===== config.mk =====
export PLATFORM = sky130hd
export DESIGN_NAME = i2c_start_seq
export DESIGN_NICKNAME = d
export VERILOG_FILES = /design/src/rtl/i2c_start_pkg.sv /design/src/rtl/i2c_line_sync.sv /design/src/rtl/i2c_start_fsm.sv /design/src/rtl/i2c_wr_guard.sv /design/src/rtl/i2c_start_seq.sv
export SDC_FILE = /design/constraint.sdc
export NUM_CORES = 1
export LEC_CHECK = 0
export BUFFER_PORTS_ARGS = -buffer_cell sky130_fd_sc_hd__buf_2
export CORE_ASPECT_RATIO = 0.8
export CORE_MARGIN = 2
export CORE_UTILIZATION = 30
export CTS_BUF_LIST = sky130_fd_sc_hd__clkbuf_16
export CTS_CLUSTER_SIZE = 24
export DETAILED_ROUTE_END_ITERATION = 6
export GPL_TIMING_DRIVEN = 0
export SLEW_MARGIN = 20
export SYNTH_ARGS = -nofsm -noshare
export SYNTH_HDL_FRONTEND = slang
export SYNTH_SLANG_ARGS = --single-unit
export TNS_END_PERCENT = 20

===== constraint.sdc =====
create_clock -name clk -period 4.35 [get_ports clk]
set_input_delay 0.87 -clock clk [delete_from_list [all_inputs] [get_ports clk]]
set_output_delay 0.87 -clock clk [all_outputs]
set_load 0.01 [all_outputs]

===== src/rtl/i2c_start_pkg.sv =====
package i2c_start_pkg;

  typedef enum logic [3:0] {
    ST_IDLE,
    ST_CHECK,
    ST_SCL_DOWN,
    ST_SDA_REL,
    ST_SCL_UP,
    ST_SETUP_HIGH,
    ST_DRIVE_SDA_LOW,
    ST_HOLD,
    ST_COLL_ABORT
  } seq_state_t;

  // Phases during which the divider is allowed to count.
  function automatic logic divider_runs(input seq_state_t s);
    return (s == ST_SETUP_HIGH) || (s == ST_DRIVE_SDA_LOW) ||
           (s == ST_HOLD) || (s == ST_SDA_REL);
  endfunction

  // Phases that begin with a fresh divider load.
  function automatic logic divider_loads(input seq_state_t s);
    return (s == ST_SETUP_HIGH) || (s == ST_DRIVE_SDA_LOW) ||
           (s == ST_SDA_REL);
  endfunction

endpackage


===== src/rtl/i2c_line_sync.sv =====
module i2c_line_sync #(
  parameter int STAGES = 2
) (
  input  logic clk,
  input  logic rst,
  input  logic sda_raw,
  input  logic scl_raw,
  output logic sda_s,
  output logic scl_s,
  output logic start_edge
);
  localparam int LAST = STAGES - 1;

  logic [LAST:0] sda_q;
  logic [LAST:0] scl_q;
  logic          sda_prev;

  // Idle bus is high: reset the chains to 1 so that no edge appears at reset.
  always_ff @(posedge clk) begin
    if (rst) begin
      sda_q <= '1;
      scl_q <= '1;
    end else begin
      sda_q[0] <= sda_raw;
      scl_q[0] <= scl_raw;
      for (int i = 1; i < STAGES; i++) begin
        sda_q[i] <= sda_q[i-1];
        scl_q[i] <= scl_q[i-1];
      end
    end
  end

  assign sda_s = sda_q[LAST];
  assign scl_s = scl_q[LAST];

  always_ff @(posedge clk) begin
    if (rst) begin
      sda_prev   <= 1'b1;
      start_edge <= 1'b0;
    end else begin
      sda_prev   <= sda_s;
      start_edge <= sda_prev & ~sda_s & scl_s;
    end
  end

endmodule


===== src/rtl/i2c_start_fsm.sv =====
module i2c_start_fsm
  import i2c_start_pkg::*;
(
  input  logic clk,
  input  logic rst,
  input  logic start_set,
  input  logic rstart_set,
  input  logic sda_s,
  input  logic scl_s,
  input  logic brg_tick,
  output logic sda_low,
  output logic scl_low,
  output logic brg_reload,
  output logic brg_run,
  output logic start_bit,
  output logic rstart_bit,
  output logic done_irq,
  output logic bus_coll,
  output logic busy
);
  seq_state_t state, nxt;
  logic       coll, fin, take_s, take_r;

  always_comb begin
    nxt    = state;
    coll   = 1'b0;
    fin    = 1'b0;
    take_s = 1'b0;
    take_r = 1'b0;
    unique case (state)
      ST_IDLE: begin
        if (start_set) begin
          take_s = 1'b1;
          nxt    = ST_CHECK;
        end else if (rstart_set) begin
          take_r = 1'b1;
          nxt    = ST_SCL_DOWN;
        end
      end
      ST_CHECK: begin
        if (sda_s && scl_s) nxt = ST_SETUP_HIGH;
        else                coll = 1'b1;
      end
      ST_SCL_DOWN: begin
        if (!scl_s) nxt = ST_SDA_REL;
      end
      ST_SDA_REL: begin
        if (brg_tick) begin
          if (sda_s) nxt = ST_SCL_UP;
          else       coll = 1'b1;
        end
      end
      ST_SCL_UP: begin
        if (scl_s) begin
          if (sda_s) nxt = ST_SETUP_HIGH;
          else       coll = 1'b1;
        end
      end
      ST_SETUP_HIGH: begin
        if (!scl_s) coll = 1'b1;
        else if (brg_tick) begin
          if (sda_s) nxt = ST_DRIVE_SDA_LOW;
          else       coll = 1'b1;
        end
      end
      ST_DRIVE_SDA_LOW: nxt = ST_HOLD;
      ST_HOLD: begin
        if (brg_tick) begin
          fin = 1'b1;
          nxt = ST_IDLE;
        end
      end
      ST_COLL_ABORT: nxt = ST_IDLE;
      default:       nxt = ST_IDLE;
    endcase
    if (coll) nxt = ST_COLL_ABORT;
  end

  always_ff @(posedge clk) begin
    if (rst) begin
      state      <= ST_IDLE;
      sda_low    <= 1'b0;
      scl_low    <= 1'b0;
      brg_reload <= 1'b0;
      brg_run    <= 1'b0;
      start_bit  <= 1'b0;
      rstart_bit <= 1'b0;
      done_irq   <= 1'b0;
      bus_coll   <= 1'b0;
    end else begin
      state      <= nxt;
      brg_reload <= (nxt != state) && divider_loads(nxt);
      brg_run    <= divider_runs(nxt);
      done_irq   <= fin;
      bus_coll   <= coll;

      if (nxt == ST_COLL_ABORT || nxt == ST_SDA_REL) sda_low <= 1'b0;
      else if (nxt == ST_DRIVE_SDA_LOW)              sda_low <= 1'b1;

      if (nxt == ST_SCL_DOWN)                            scl_low <= 1'b1;
      else if (nxt == ST_SCL_UP || nxt == ST_COLL_ABORT) scl_low <= 1'b0;

      if (take_s)          start_bit <= 1'b1;
      else if (fin || coll) start_bit <= 1'b0;

      if (take_r)          rstart_bit <= 1'b1;
      else if (fin || coll) rstart_bit <= 1'b0;
    end
  end

  assign busy = (state != ST_IDLE);

endmodule


===== src/rtl/i2c_wr_guard.sv =====
module i2c_wr_guard (
  input  logic clk,
  input  logic rst,
  input  logic busy,
  input  logic buf_wr,
  output logic wcol,
  output logic buf_wr_ok
);
  always_ff @(posedge clk) begin
    if (rst) begin
      wcol      <= 1'b0;
      buf_wr_ok <= 1'b0;
    end else begin
      wcol      <= buf_wr & busy;
      buf_wr_ok <= buf_wr & ~busy;
    end
  end
endmodule


===== src/rtl/i2c_start_seq.sv =====
module i2c_start_seq #(
  parameter int SYNC_STAGES = 2
) (
  input  logic clk,
  input  logic rst,
  input  logic start_set,
  input  logic rstart_set,
  input  logic sda_in,
  input  logic scl_in,
  input  logic brg_tick,
  input  logic buf_wr,
  output logic sda_low,
  output logic scl_low,
  output logic brg_reload,
  output logic brg_run,
  output logic start_bit,
  output logic rstart_bit,
  output logic start_seen,
  output logic done_irq,
  output logic bus_coll,
  output logic wcol,
  output logic buf_wr_ok
);
  logic sda_s, scl_s, busy;

  i2c_line_sync #(.STAGES(SYNC_STAGES)) u_sync (
    .clk        (clk),
    .rst        (rst),
    .sda_raw    (sda_in),
    .scl_raw    (scl_in),
    .sda_s      (sda_s),
    .scl_s      (scl_s),
    .start_edge (start_seen)
  );

  i2c_start_fsm u_fsm (
    .clk        (clk),
    .rst        (rst),
    .start_set  (start_set),
    .rstart_set (rstart_set),
    .sda_s      (sda_s),
    .scl_s      (scl_s),
    .brg_tick   (brg_tick),
    .sda_low    (sda_low),
    .scl_low    (scl_low),
    .brg_reload (brg_reload),
    .brg_run    (brg_run),
    .start_bit  (start_bit),
    .rstart_bit (rstart_bit),
    .done_irq   (done_irq),
    .bus_coll   (bus_coll),
    .busy       (busy)
  );

  i2c_wr_guard u_guard (
    .clk       (clk),
    .rst       (rst),
    .busy      (busy),
    .buf_wr    (buf_wr),
    .wcol      (wcol),
    .buf_wr_ok (buf_wr_ok)
  );

endmodule


==> results.rst <==
.. list-table::
   :header-rows: 1

   * - Metric
     - Value
   * - RSZ-0062 raised after global routing
     - false
   * - Multi-input gate area in the final layout
     - 489.2 um2
   * - Wire length of the first global-routing pass
     - 3512 um
   * - Chip height
     - 54.39 um
   * - Number of max-capacitance violations reported
     - 0
   * - Total of fill cells in the finished design
     - 325
   * - Share of synthesized flip-flops with an asynchronous set or reset
     - 0
   * - Primary flip-flop cell chosen by synthesis mapping
     - dfxtp_1
   * - Syn Nets
     - 117
   * - Tmin final
     - 2.168 ns
   * - Clock slew seen by the registers of the worst setup and hold paths
     - 0.06 ns
   * - Dominant cell by count in the synthesized netlist
     - dfxtp_1
   * - Maximum number of pins on one net before global-route repair
     - 13
   * - Logic pwr share
     - 0.378
   * - Net switching power figure
     - 261.0 uW
   * - Signed area change from the synthesized netlist to the final layout
     - 25.76%
   * - CTS max path bufs
     - 2
   * - Number of enable flip-flop cells after synthesis
     - 0
   * - Transition time of the tightest slew-check pin
     - 0.5482 ns
   * - Seq pwr share
     - 0.309
   * - Minimum setup slack in the final design
     - 2.182 ns
   * - Remaining number of nets flagged by the antenna check after routing
     - 0
   * - Sum of net half-perimeters after detailed placement
     - 1576 um
   * - Run status
     - completed
   * - Floorplan die width
     - 66.99 um
   * - Clk pwr share
     - 0.313
   * - Hold-fix buffer count after cts
     - 0
   * - Worst hold-check path type
     - reg -> reg
   * - Data arrival time of the critical path
     - 2.29 ns
   * - Combined global-route utilization of all metal layers
     - 0.1275
   * - Netlist Area Pre-Place
     - 952.2 um2
   * - Synth unique cells
     - 37
   * - Worst-Skew Late Latency
     - 0.25 ns
   * - Final Cycle Share
     - 0.4984
   * - Proportion of total power due to net switching
     - 0.3319
   * - Internal power consumption
     - 525.2 uW
   * - Number of antenna violations at the first check in global routing
     - 0
   * - Mean instance size in the synthesized netlist
     - 8.735 um2
   * - Placed Instances
     - 167
   * - Number of port buffers
     - 18
   * - Starting density of the core
     - 0.3109
   * - Number of violations reported at the end of detailed-routing iteration 0
     - 25
   * - Placer's final routability congestion estimate
     - 0.8998
   * - Placed instance area
     - 1092 um2
   * - Worst supply voltage drop on vdd
     - 0.0002506 V
   * - Setup Slack @ Placement
     - 1.940 ns
   * - Layout cells sized above 1
     - 0.3053
   * - Sequential area share after synthesis
     - 0.4205
   * - Main area contributors after synthesis
     - dfxtp_1 (42%), nor2b_1 (5.9%), nor2_1 (4.3%)
   * - Number of synthesized register bits
     - 20
   * - Commonest cells in the netlist
     - dfxtp_1 (20), nor2_1 (11), nor2b_1 (9)
   * - DRC
     - 0
   * - Max Clock Freq
     - 461.2 MHz
   * - Placement row count
     - 18
   * - Vias in the first global route
     - 754
   * - 1st-pass router iterations
     - 4
   * - Critical path fanouts, max
     - 7
   * - Kind of launch point of the worst setup path
     - input pin
   * - Setup-failing EPs final
     - 0
   * - Grt total ovfl
     - 0
   * - Static power due to leakage
     - 0.5158 nW
   * - Cell Count, Final, Fillers Out
     - 171
   * - CTS sink cnt
     - 20
   * - Clock root buffer master
     - clkbuf_16
   * - Core Footprint
     - 3063 um2
   * - TritonCTS clock tree
     - yes
   * - Via density per instance
     - 5.070
   * - Fin area
     - 1197 um2
   * - Die Outline Area
     - 3643 um2
   * - Share of the synthesized area in the top cell type
     - 0.4205
   * - Routed length per instance
     - 12.58 um
   * - # nets final
     - 140
   * - Inserted Clock Buffers
     - 3
   * - Required time of the critical path
     - 4.47 ns
   * - Number of cells upsized or downsized after cts
     - 0
   * - Clock H-tree levels
     - 1
   * - Instance count of the mapped netlist
     - 109
   * - Buffer count from post-CTS setup fixing
     - 0
   * - Max-slew violation total from the final report
     - 0
   * - Type of the setup path with the least slack
     - in -> reg
   * - Warnings from Yosys
     - 0
   * - Total Neg Setup Slack
     - 0 ns
   * - Total detailed-routing wirelength
     - 2152 um
   * - Hold Fails Final Rpt
     - 0
   * - Top-Level Pins
     - 19
   * - Worst setup EP type
     - flip-flop
   * - Worst setup skew after layout
     - 0.004330 ns
   * - Area leader, netlist
     - dfxtp_1
   * - Area of all sequential standard cells
     - 400.4 um2
   * - Total number of vias
     - 867
   * - Antenna diode count
     - 0
   * - Pwr per Cell Area
     - 656.6 nW/um2
   * - Tightest slew margin relative to the limit
     - 0.6323
power by group through the flow:
stage	clock, mW	sequential, mW	combinational (mW)
floorplan	0	0.252	0.211
global placement	0	0.245	0.285
detailed placement	0	0.246	0.295
CTS	0.251	0.243	0.295
global route	0.259	0.247	0.328
finish	0.246	0.243	0.297
final timing paths:
| path | start | to | slack, ns | cells after the start |
|---|---|---|---|---|
| worst max-delay path | brg_tick | u_fsm.scl_low | 2.18 | 7 |
| worst min-delay path | u_sync.sda_q[0] | u_sync.sda_q[1] | 0.41 | 1 |
| worst max register to register | u_sync.sda_q[1] | u_fsm.scl_low | 2.54 | 7 |
| worst min register to register | u_sync.sda_q[0] | u_sync.sda_q[1] | 0.41 | 1 |
flip-flops by register name (all words and copies together) (netlist names):
name and count:
u_fsm.rstart_bit 1, u_sync.sda_prev 1, u_fsm.scl_low 1, u_sync.start_edge 1, u_fsm.state 4, u_fsm.sda_low 1, u_fsm.done_irq 1, u_sync.sda_q 2
u_sync.scl_q 2, u_fsm.brg_run 1, u_guard.buf_wr_ok 1, u_fsm.bus_coll 1, u_guard.wcol 1, u_fsm.start_bit 1, u_fsm.brg_reload 1
kinds of logic (layout without fill, tap and decap cells):
group,after synthesis,in the layout,synth area share
AND/OR/NAND/NOR,53,53,0.3115
AO/OA/AOI/OAI,26,26,0.2024
flip-flops,20,20,0.4205
buffers and inverters,10,32,0.06569
layout by cell type (no fill, tap or decap), types with 3 or more instances in the layout:
cell / Yosys / final
nor2b_1: 9 / 9
or2_2: 6 / 6
nor3_1: 4 / 4
a21oi_1: 5 / 5
nand2_1: 7 / 7
dfxtp_1: 20 / 20
clkbuf_16: 0 / 3
or3_1: 3 / 3
nor2_1: 11 / 11
nand3_1: 4 / 4
buf_2: 5 / 23
o21ai_0: 4 / 4
per-stage QoR:
step | utilization | power, mW | hold slack [ns]
3_5_place_dp | 0.3566 | 0.5409 | 0.3923
5_1_grt | 0.3909 | 0.8340 | 0.4238
6_report | 0.3909 | 0.7862 | 0.4058
2_1_floorplan | - | 0.4633 | 0.3895
3_3_place_gp | 0.3566 | 0.5300 | 0.3931
4_1_cts | 0.3909 | 0.7892 | 0.4062
cell type report:
| cell class | count | share of cell area |
|---|---|---|
| Multi-Input combinational cell | 79 | 0.4086 |
| Timing Repair Buffer | 18 | 0.07524 |
| Inverter | 1 | 0.003135 |
| Tap cell | 40 | 0.04180 |
| Sequential cell | 20 | 0.3344 |
| Clock buffer | 3 | 0.06270 |
| Clock inverter | 1 | 0.02508 |
| Buffer | 9 | 0.04911 |
critical path: stages:
cell     delay, ns
buf_2         0.14
and4b_1       0.23
and2_4        0.15
or3_1         0.33
buf_2         0.16
o41ai_2       0.31
a21oi_1       0.09
layer usage:
metal  vias up  part of all wire  GRT usage
met5         -                 0          0
met4         0            0.0033    0.01361
met3         4             0.063    0.03498
met2        32              0.44     0.2083
met1       395              0.50     0.1750
li1        436                 -          -
(Power assumes the default switching activity.)
